--- src/rtl/wp_pkg.sv ---
package wp_pkg;
  localparam int WP_ADDR_W = 32;
  localparam int WP_SPLIT  = 22;
  localparam int WP_DW_LSB = 3;
  localparam int WP_IDX_W  = 5;
  localparam int WP_LO_IDX = 18;
  localparam int WP_HI_IDX = 19;

  typedef struct packed {
    logic wr;
    logic rd;
  } wp_en_t;
endpackage

--- src/rtl/wp_regs.sv ---
module wp_regs
  import wp_pkg::*;
#(
  parameter int ADDR_W = WP_ADDR_W,
  parameter int SPLIT  = WP_SPLIT,
  parameter int DW_LSB = WP_DW_LSB,
  parameter int IDX_W  = WP_IDX_W,
  parameter int LO_IDX = WP_LO_IDX,
  parameter int HI_IDX = WP_HI_IDX
) (
  input  logic                     clk,
  input  logic                     rst_n,
  input  logic                     wr_en,
  input  logic [IDX_W-1:0]         idx,
  input  logic [ADDR_W-1:0]        wdata,
  output logic [ADDR_W-1:0]        rdata,
  output logic [SPLIT-1:DW_LSB]    lo_addr,
  output logic [ADDR_W-1:SPLIT]    hi_addr,
  output wp_en_t                   en
);
  localparam int HI_W = ADDR_W - SPLIT;
  localparam int PAD_LO = ADDR_W - SPLIT;
  localparam int PAD_HI = ADDR_W - HI_W;

  logic                  sel_lo, sel_hi;
  logic                  load_lo, load_hi;
  logic [SPLIT-1:DW_LSB] lo_addr_nxt;
  logic [HI_W-1:0]       hi_nxt;
  logic [HI_W-1:0]       hi_q;
  wp_en_t                en_nxt;

  // next-state
  always_comb begin
    sel_lo      = (idx == IDX_W'(LO_IDX));
    sel_hi      = (idx == IDX_W'(HI_IDX));
    load_lo     = wr_en && sel_lo;
    load_hi     = wr_en && sel_hi;
    lo_addr_nxt = wdata[SPLIT-1:DW_LSB];
    en_nxt.rd   = wdata[0];
    en_nxt.wr   = wdata[1];
    hi_nxt      = wdata[HI_W-1:0];
  end

  // registers with explicit enables
  always_ff @(posedge clk or negedge rst_n) begin
    if (!rst_n) begin
      lo_addr <= '0;
      en      <= '0;
    end else if (load_lo) begin
      lo_addr <= lo_addr_nxt;
      en      <= en_nxt;
    end
  end

  always_ff @(posedge clk or negedge rst_n) begin
    if (!rst_n) begin
      hi_q <= '0;
    end else if (load_hi) begin
      hi_q <= hi_nxt;
    end
  end

  assign hi_addr = hi_q;

  // readback: bit 2 of the low word is never stored
  always_comb begin
    rdata = '0;
    if (sel_lo) begin
      rdata = {{PAD_LO{1'b0}}, lo_addr, 1'b0, en.wr, en.rd};
    end else if (sel_hi) begin
      rdata = {{PAD_HI{1'b0}}, hi_q};
    end
  end
endmodule

--- src/rtl/wp_match.sv ---
module wp_match
  import wp_pkg::*;
#(
  parameter int ADDR_W = WP_ADDR_W,
  parameter int SPLIT  = WP_SPLIT,
  parameter int DW_LSB = WP_DW_LSB
) (
  input  logic                  acc_valid,
  input  logic [ADDR_W-1:0]     acc_addr,
  input  logic                  acc_is_write,
  input  logic [SPLIT-1:DW_LSB] lo_addr,
  input  logic [ADDR_W-1:SPLIT] hi_addr,
  input  wp_en_t                en,
  output logic                  hit
);
  logic addr_eq;
  logic type_ok;

  always_comb begin
    addr_eq = (acc_addr[SPLIT-1:DW_LSB] == lo_addr) &&
              (acc_addr[ADDR_W-1:SPLIT] == hi_addr);
    type_ok = acc_is_write ? en.wr : en.rd;
    hit     = acc_valid && addr_eq && type_ok;
  end
endmodule

--- src/rtl/wp_pulse.sv ---
module wp_pulse (
  input  logic clk,
  input  logic rst_n,
  input  logic hit,
  output logic exc
);
  logic exc_nxt;

  always_comb exc_nxt = hit;

  always_ff @(posedge clk or negedge rst_n) begin
    if (!rst_n) exc <= 1'b0;
    else        exc <= exc_nxt;
  end
endmodule

--- src/rtl/mem_watch_unit.sv ---
module mem_watch_unit
  import wp_pkg::*;
#(
  parameter int ADDR_W = WP_ADDR_W,
  parameter int SPLIT  = WP_SPLIT,
  parameter int DW_LSB = WP_DW_LSB,
  parameter int IDX_W  = WP_IDX_W,
  parameter int LO_IDX = WP_LO_IDX,
  parameter int HI_IDX = WP_HI_IDX
) (
  input  logic              clk,
  input  logic              rst_n,
  input  logic              reg_wr_en,
  input  logic [IDX_W-1:0]  reg_idx,
  input  logic [ADDR_W-1:0] reg_wdata,
  output logic [ADDR_W-1:0] reg_rdata,
  input  logic              acc_valid,
  input  logic [ADDR_W-1:0] acc_addr,
  input  logic              acc_is_write,
  output logic              watch_exc
);
  logic [SPLIT-1:DW_LSB] lo_addr;
  logic [ADDR_W-1:SPLIT] hi_addr;
  wp_en_t                en;
  logic                  en_r, en_w;
  logic                  hit;

  assign en_r = en.rd;
  assign en_w = en.wr;

  wp_regs #(
    .ADDR_W(ADDR_W), .SPLIT(SPLIT), .DW_LSB(DW_LSB),
    .IDX_W(IDX_W), .LO_IDX(LO_IDX), .HI_IDX(HI_IDX)
  ) u_regs (
    .clk(clk), .rst_n(rst_n), .wr_en(reg_wr_en), .idx(reg_idx),
    .wdata(reg_wdata), .rdata(reg_rdata),
    .lo_addr(lo_addr), .hi_addr(hi_addr), .en(en)
  );

  wp_match #(
    .ADDR_W(ADDR_W), .SPLIT(SPLIT), .DW_LSB(DW_LSB)
  ) u_match (
    .acc_valid(acc_valid), .acc_addr(acc_addr), .acc_is_write(acc_is_write),
    .lo_addr(lo_addr), .hi_addr(hi_addr), .en(en), .hit(hit)
  );

  wp_pulse u_pulse (
    .clk(clk), .rst_n(rst_n), .hit(hit), .exc(watch_exc)
  );
endmodule

--- config.mk ---
export PLATFORM = sky130hd
export DESIGN_NAME = mem_watch_unit
export DESIGN_NICKNAME = d
export VERILOG_FILES = /design/src/rtl/wp_pkg.sv /design/src/rtl/wp_regs.sv /design/src/rtl/wp_match.sv /design/src/rtl/wp_pulse.sv /design/src/rtl/mem_watch_unit.sv
export SDC_FILE = /design/constraint.sdc
export NUM_CORES = 1
export LEC_CHECK = 0
export BUFFER_PORTS_ARGS = -buffer_cell sky130_fd_sc_hd__buf_2
export CORE_ASPECT_RATIO = 0.75
export CORE_MARGIN = 1.5
export CORE_UTILIZATION = 48
export DETAILED_ROUTE_END_ITERATION = 7
export HOLD_SLACK_MARGIN = 0.08
export PLACE_DENSITY = 0.95
export SLEW_MARGIN = 40
export SYNTH_ARGS = -nofsm -noshare
export SYNTH_HDL_FRONTEND = slang
export SYNTH_SLANG_ARGS = --single-unit
export TNS_END_PERCENT = 10
--- constraint.sdc ---
create_clock -name clk -period 3.6 [get_ports clk]
set_input_delay 0 -clock clk [delete_from_list [all_inputs] [get_ports clk]]
set_output_delay 0 -clock clk [all_outputs]
set_load 0.01 [all_outputs]
Word level (Yosys, flattened, before mapping)
Cells that the tools add are included.
- word-level logic and storage cells: 17
- flip-flop bits (word level): 32
- mux-type cells: 3
- equal/unequal tests: 4
- reduce and logical (&&, ||, !) cells: 5
- operators with widths (operator ; number):
    22-bit 2-to-1 mux ; 1
    19-bit equality test ; 1
    10-bit equality test ; 1
    5-bit equality test, second input constant ; 2
    10-bit 2-to-1 mux ; 1
    1-bit logical AND ; 5
    1-bit 2-to-1 mux ; 1

Logic depth before layout (Yosys ltp)
Gate-level depths: netlist of the first run.
- depth after elaboration: 4
- mapped depth: 5
- mapped depth without buffers: 4

By module
From an unflattened synthesis of the first run, not the netlist that was laid out.
- cells, all modules: 147
- area total of the unflattened synthesis: 1916.8 µm²
- by module, submodules not included (module ; area each (µm²) ; cells an instance ; times used):
    wp_regs ; 1557.7 ; 106 ; 1
    wp_match ; 334.1 ; 40 ; 1
    wp_pulse ; 25.0 ; 1 ; 1

Worst setup path before layout of the first run
OpenSTA, ideal clock, no wires.
- kind: register -> register
- from: reg u_regs.hi_q[8], in the netlist u_regs.hi_addr[30]
- to: reg u_pulse.exc
- setup time: 0.101 ns
- arrival: 1.090 ns
- setup slack: 2.409 ns
- cell stages (with the launch flop): 5
- required time: 3.499 ns
- path buffers: 0
- path through: dfrtp_1 > xor2_1 > nor4_1 > nand2_1 > nor4_1
- cells in the longest elaborated chain, start to end: 4
- RTL lines (what ; line ; RTL):
    start, declared ; wp_regs.sv:29 ; logic [HI_W-1:0] hi_q;
    start signal, assigned ; wp_regs.sv:59 ; hi_q <= hi_nxt;
    10-bit equality test ; wp_match.sv:21 ; (acc_addr[ADDR_W-1:SPLIT] == hi_addr);
    1-bit logical AND ; wp_match.sv:20 ; addr_eq = (acc_addr[SPLIT-1:DW_LSB] == lo_addr) &&
    1-bit logical AND (2 in a row) ; wp_match.sv:23 ; hit = acc_valid && addr_eq && type_ok;
    net hit ; mem_watch_unit.sv:26 ; logic hit;
    end signal, assigned ; wp_pulse.sv:13 ; else exc <= exc_nxt;
    end, declared ; wp_pulse.sv:5 ; output logic exc
The timed path passes the listed nets, and every way through them passes these cells.
A chain may end at the register's enable or synchronous reset.

Worst setup path in the final report of the first run
- from: reg u_regs.lo_addr[4] (netlist bit)
- to: reg u_pulse.exc
- cells in the longest elaborated chain, start to end: 4
- RTL lines (what ; line ; RTL):
    start, declared ; wp_regs.sv:17 ; output logic [SPLIT-1:DW_LSB] lo_addr,
    start signal, assigned ; wp_regs.sv:50 ; lo_addr <= lo_addr_nxt;
    19-bit equality test ; wp_match.sv:20 ;
    1-bit logical AND ; wp_match.sv:20 ;
    1-bit logical AND (2 in a row) ; wp_match.sv:23 ;
    net hit ; mem_watch_unit.sv:26 ;
The timed path passes the listed nets, and every way through them passes these cells.

==> results.yml, run 1 <==
status:
  outcome: "complete, no violations"
placement:
  gp_congestion: 0.752
  dp_hpwl_mm: 3.16
  dp_cells: 277
  placed_cell_area_um2: 2290
  io_buffers: 83
grt:
  grt_max_degree: 33
  grt_pass1_vias: 1526
  grt_pass1_wl_mm: 7.04
  grt.total_usage_pct: 22.8
  grt_antenna_before_repair: 0
  grt-ovfl-total: 0
logic_synthesis:
  synthXorXnorAreaFrac_pct: 13.5
  synthTopCellsByArea: "dfrtp_1 (42%), mux2_4 (16%), xor2_1 (10%), mux2_2 (6.6%), and2_1 (4.3%)"
  synth.area.mux_share_pct: 23.0
  ys_types: 22
  syn_avg_cell_area_um2: 12.8
  synth_top_family_by_area: "multiplexers"
  synth_adder_area_share_pct: 0
  synth-compound-area-share_pct: 4.17
  yosys.area.top_type: "dfrtp_1"
  yosysSeqAreaShare_pct: 42.4
  synth_top_cell_area_share_pct: 42.4
  netlist_instances: 148
  synth_simple_gate_area_share_pct: 10.7
  syn_area_um2: 1890
  synth_seq_cells: 32
  ys.warnings.count: 0
pwr:
  swShare_pct: 25.5
  power_frac_comb_pct: 22.6
  ir_drop_mv: 0.359
  power.density_nw_per_um2: 419
  p_seq_share_pct: 43.9
  p_clk_share_pct: 33.5
  p_sw_mw: 0.286
  p_leak_nw: 1.45
  total_power_mw: 1.12
  intPower_mw: 0.836
clocking:
  insertion_delay_ns: 0.28
  clk_pin_slew_worst_paths_ns: 0.07
  cts_buffer_depth: 2
  cts-htree-levels: 2
  cts_tree: "done"
  cts.sinks: 32
  tritoncts.num_buffers: 5
  root_buffer: "clkbuf_8"
setup_path:
  crit_fanout: 3
  critPathKind: "reg -> reg"
  max_stage_delay_ns: 0.59
  critPathBufInv: 2
  slowest_stage: "dlygate4sd3_1"
  path_delay_family: "buffers and inverters"
  cp_common_cell: "dlygate4sd3_1"
  crit_chain: "xnor2_1 > nand4_1 > dlygate4sd3_1 > nor4_1 > dlygate4sd3_1"
  critPathArrivalTime_ns: 2.36
  startpoint_type: "register"
  crit_path_end_kind: "register"
  worst-endpoint-required_ns: 3.82
floorplanning:
  io_pins: 107
  fp.dieW_um: 75.4
  coreArea_um2: 3710
  rows: 19
  dieArea_um2: 4320
  start_util_pct: 50.9
  die_h_um: 57.3
routing:
  dr_total_vias: 1507
  ant_nets: 0
  drt-pass1-iter-count: 4
  avgRoutedWirePerCell_um: 14.7
  drc_errors: 0
  drtIter0Drc: 70
  detail_route.vias_per_cell: 4.85
  wirelength_mm: 4.57
sta:
  max_freq_mhz: 468
  timing.setup.tns_ns: 0
  period_needed_ns: 2.14
  slew_headroom_pct: 51.5
  finClkSkew_ns: 0.00935
  drv_slew: 0
  tightest_slew_ns: 0.728
  min_period_over_period_pct: 59.4
  grt_setup_unrepaired: "no"
  setup_viol: 0
  hold_viol: 0
final_layout:
  final_util_pct: 72.3
  area_delta_synth_final_pct: 41.9
  fin_area_um2: 2680
  stdcell_count: 311
  drive_gt1_share_pct: 49.0
  num-nets-final: 332
  fillers: 267
  diodes: 0
worst_hold_path:
  min_path_type: "in -> reg"
run:
  maxCapViolCount: 0
## cell usage after synthesis (all sizes together)
cell	count
buf	14
nand4	3
mux2i	1
nor2	2
conb	1
a22o	9
and2	13
nor4	6
nand2	3
clkbuf	1
xor2	22
xnor2	7
mux2	31
dfrtp	32
nand4bb	1
nor3	1
inv	1
## flip-flops by register name, summed over array words and instances (netlist names)
signal          cells
u_pulse.exc         1
u_regs.hi_addr     10
u_regs.en           2
u_regs.lo_addr     19
## tightest hold or removal path, delay by kind of cell
family	cells	cell delay [ns]
AND/OR/NAND/NOR	1	0.22
buffers and inverters	1	0.11
multiplexers	1	0.20
## cell families (layout without fill, tap and decap cells)
logic type      Yosys count  count (layout)
buf+inv                  16             118
simple gates             29              29
compound gates            9               9
other cells               1              10
xor+xnor                 29              29
mux                      32              32
flops                    32              32
## per-stage QoR
step	hold slack, ns	setup slack (ns)
after global placement	0.0875	1.70
after detailed placement	0.0945	1.65
after CTS	0.292	1.50
after floorplan	-0.296	2.41
final	0.292	1.46
after global routing	0.297	1.25
## power groups by stage
stage | registers (mW) | clock network (mW) | logic [mW]
2_1_floorplan | 0.482 | 0 | 0.168
3_3_place_gp | 0.493 | 0 | 0.225
3_5_place_dp | 0.499 | 0 | 0.232
4_1_cts | 0.492 | 0.380 | 0.255
5_1_grt | 0.502 | 0.400 | 0.277
6_report | 0.492 | 0.376 | 0.253
## placed cells by master, fill, tap and decap left out
cell type	count
inv_1	1
and2_1	13
dfrtp_1	32
mux2_2	11
nor4_1	6
nand2_2	2
xnor2_1	7
dlygate4sd3_1	26
nand4_1	3
clkbuf_8	7
conb_1	10
mux2i_1	1
nand4bb_4	1
buf_2	83
mux2_4	20
nand2_1	1
nor2_2	1
xor2_1	22
a22o_1	9
nor2_4	1
bufinv_16	1
nor3_1	1
## layer usage
layer	up-vias	GRT usage [%]	wire (um)
met3	5	6.01	275
met4	0	5.36	30
met2	59	40.0	2350
met5	-	0	0
met1	727	27.9	1910
li1	716	-	-
## final timing paths
| kind | from | end | slack (ns) | depth (start not counted) |
|---|---|---|---|---|
| max in group asynchronous | rst_n | u_regs.lo_addr[14] | 2.82 | 2 |
| hold reg to reg | u_regs.lo_addr[13] | u_regs.lo_addr[13] | 0.55 | 1 |
| hold / removal | reg_wr_en | u_regs.hi_addr[22] | 0.29 | 3 |
| setup / recovery | u_regs.lo_addr[4] | u_pulse.exc | 1.46 | 5 |
| min in group asynchronous | rst_n | u_regs.hi_addr[25] | 0.30 | 2 |
| setup reg to reg | u_regs.lo_addr[4] | u_pulse.exc | 1.46 | 5 |
## cell type report
type / count / area, um^2 / share of cell area [%]
Inverter: 1 / 3.75 / 0.140
Clock buffer: 7 / 96.3 / 3.59
Timing Repair Buffer: 109 / 676 / 25.2
Tap cell: 52 / 65.1 / 2.43
Sequential cell: 32 / 801 / 29.9
Multi-Input combinational cell: 109 / 1010 / 37.6
Clock inverter: 1 / 30.0 / 1.12
## repair_timing
item,CTS,global route
gates resized for setup,0,0
hold buffers,26,0
setup buffers,0,0
hold endpoints to repair,64,0
Note: power is estimated with default switching activity, not from simulation.
==> run 2, diff against run 1 <==
--- a/config.mk
+++ b/config.mk
@@ -5,13 +5,14 @@
 export SDC_FILE = /design/constraint.sdc
 export NUM_CORES = 1
 export LEC_CHECK = 0
+export ABC_AREA = 1
 export BUFFER_PORTS_ARGS = -buffer_cell sky130_fd_sc_hd__buf_2
 export CORE_ASPECT_RATIO = 0.75
 export CORE_MARGIN = 1.5
-export CORE_UTILIZATION = 48
+export CORE_UTILIZATION = 42
 export DETAILED_ROUTE_END_ITERATION = 7
 export HOLD_SLACK_MARGIN = 0.08
-export PLACE_DENSITY = 0.95
+export PLACE_DENSITY = 0.87
 export SLEW_MARGIN = 40
 export SYNTH_ARGS = -nofsm -noshare
 export SYNTH_HDL_FRONTEND = slang
==> constraint.sdc (replaced) <==
create_clock -name clk -period 1.7 [get_ports clk]
set_input_delay 0 -clock clk [delete_from_list [all_inputs] [get_ports clk]]
set_output_delay 0 -clock clk [all_outputs]
set_load 0.01 [all_outputs]
==> results.yml, run 2 <==
clocking:
  root_buffer: "clkbuf_8"
  clk_pin_slew_worst_paths_ns: 0.06
  cts.sinks: 32
  ctsResizeCount: 0
  cts_buffer_depth: 2
  cts_tree: "done"
  cts-htree-levels: 2
  tritoncts.num_buffers: 5
  insertion_delay_ns: 0.28
grt:
  grt_pass1_wl_mm: 9.10
  grt.total_usage_pct: 21.2
  grt_pass1_vias: 2062
  grt-ovfl-total: 0
  grt_max_degree: 43
  grt_antenna_before_repair: 0
logic_synthesis:
  syn_area_um2: 2140
  ys_types: 21
  synth_most_common_cell: "nand2_1"
  netlist_instances: 325
  ys.warnings.count: 0
  async_reset_ff_share_pct: 100
  synth_edf_count: 0
  syn_avg_cell_area_um2: 6.58
  synth-main-ff-cell: "dfrtp_1"
  synthTopCellsByArea: "dfrtp_1 (37%), nand2_1 (20%), inv_1 (12%), nor2_1 (7.9%), a21oi_2 (4.9%)"
  synth_commonest_cells: "nand2_1 (112), inv_1 (66), nor2_1 (45), dfrtp_1 (32), o21ai_0 (13)"
  synth_seq_cells: 32
  synth_top_cell_area_share_pct: 37.5
  yosysSeqAreaShare_pct: 37.5
  yosys.area.top_type: "dfrtp_1"
final_layout:
  fin_area_um2: 2850
  ff_latch_area_um2: 801
  layout_common_cells: "nand2_1 (112), buf_2 (83), inv_1 (66), nor2_1 (45), dfrtp_1 (32)"
  multi_input_area_um2: 985
  final_common_cell: "nand2_1"
  regMostFlops: "u_regs.lo_addr"
  diodes: 0
  largest_register_ffs: 19
  num-nets-final: 506
  drive_gt1_share_pct: 27.2
  fillers: 491
  area_delta_synth_final_pct: 33.1
sta:
  grt_setup_unrepaired: "no"
  setup_viol: 0
  max_freq_mhz: 866
  min_period_over_period_pct: 68.0
  drv_slew: 0
  timing.setup.tns_ns: 0
  holdWs_ns: 0.128
  tightest_slew_ns: 0.742
  finClkSkew_ns: 0.00527
  hold_viol: 0
  period_needed_ns: 1.16
  slew_headroom_pct: 50.5
routing:
  dr_total_vias: 2184
  wirelength_mm: 5.54
  drtIter0Drc: 75
  wl_met1_mm: 2.41
  ant_nets: 0
  detail_route.vias_per_cell: 4.46
  met2WireLength_mm: 2.64
  drc_errors: 6
  drt-pass1-iter-count: 6
  avgRoutedWirePerCell_um: 11.3
  top_layer: "met4"
  routed-wl-met3_um: 356
setup_path:
  startpoint_type: "primary input"
  critPathArrivalTime_ns: 1.16
  cp_common_cell: "buf_2"
  path_delay_family: "simple AND/OR/NAND/NOR gates"
  crit_chain: "buf_2 > nor2_2 > nand3_1 > o21ai_0 > buf_2"
  max_stage_delay_ns: 0.38
  crit_fanout: 10
  critPathKind: "in -> out"
  slowest_stage: "nand3_1"
  worst-endpoint-required_ns: 1.70
  crit_path_end_kind: "output port"
  critPathBufInv: 2
placement:
  placed_cell_area_um2: 2550
  dp_hpwl_mm: 4.07
  io_buffers: 83
  gp_congestion: 0.832
floorplanning:
  die_h_um: 64.8
  dieArea_um2: 5530
  coreArea_um2: 4900
  start_util_pct: 43.6
  fp.dieW_um: 85.4
  rows: 22
  io_pins: 107
worst_hold_path:
  min_path_type: "in -> reg"
status:
  outcome: "finished, violations left"
  violations: "design-rule violations"
pwr:
  p_leak_nw: 1.74
  power.density_nw_per_um2: 746
  ir_drop_mv: 0.367
run:
  maxCapViolCount: 0
-- run 2: cell types whose count changed after synthesis, sizes merged, moves of 6 or more --
cell / delta
nor2: +45
nand2: +110
xnor2: -6
and2: -13
a21oi: +13
mux2: -31
xor2: -22
a22o: -9
o21ai: +22
nor4: -6
o22ai: +7
inv: +67
-- run 2: repair_timing --
item,CTS,global route
hold endpoints to repair,63,0
buffers inserted,0,0
hold buffers,23,0
-- run 2: kinds of logic after synthesis --
kind of cell / synth area share [%]
other: 0.175
XOR/XNOR: 0.410
AND/OR/NAND/NOR: 30.0
flip-flops: 37.5
buffers and inverters: 18.0
AO/OA/AOI/OAI: 13.9
-- run 2: worst paths after layout --
check | to | startpoint | slack, ns | depth (start not counted)
max in group asynchronous | u_regs.lo_addr[13] | rst_n | 0.90 | 2
hold / removal | u_pulse.exc | acc_addr[17] | 0.13 | 6
setup / recovery | reg_rdata[8] | reg_idx[3] | 0.54 | 5
setup reg to reg | u_pulse.exc | u_regs.hi_addr[22] | 0.60 | 8
hold reg to reg | u_regs.en[1] | u_regs.en[1] | 0.49 | 2
min in group asynchronous | u_regs.en[0] | rst_n | 0.32 | 2
-- run 2: stage by stage --
step | util (%) | power, mW | setup slack [ns] | instances
after floorplan | - | 1.39 | 0.800 | 334
after global placement | 52.0 | 1.55 | 0.478 | 462
after detailed placement | 52.0 | 1.58 | 0.410 | 462
after CTS | 58.1 | 2.14 | 0.559 | 490
after global routing | 58.1 | 2.29 | 0.434 | 490
final | 58.1 | 2.12 | 0.545 | 490
-- run 2: worst reg2reg max path, cell delays in order (launching register included) --
cell     delay [ns]
dfrtp_1        0.39
inv_1          0.06
nand2_1        0.07
nand2_1        0.06
nor2_1         0.11
nand2_1        0.09
nor2_1         0.12
nand2_1        0.05
nor2_1         0.09
-- run 2: area by class of cell --
class | instances | area share, %
multi-input cells | 217 | 34.6
flip-flops and latches | 32 | 28.1
repair buffers | 108 | 23.2
clock buffers | 5 | 2.42
inverters | 68 | 8.97
well taps | 60 | 2.64
-- run 2: metal layers --
layer	vias up	track usage, %
li1	1148	-
met4	0	8.67
met5	-	0
met3	13	4.20
met2	79	35.4
met1	944	27.1
-- run 2: power breakdown --
part	internal [mW]	total (mW)	switching (mW)
clock network	0.263	0.517	0.253
logic	0.266	0.615	0.349
registers	0.899	0.992	0.0929
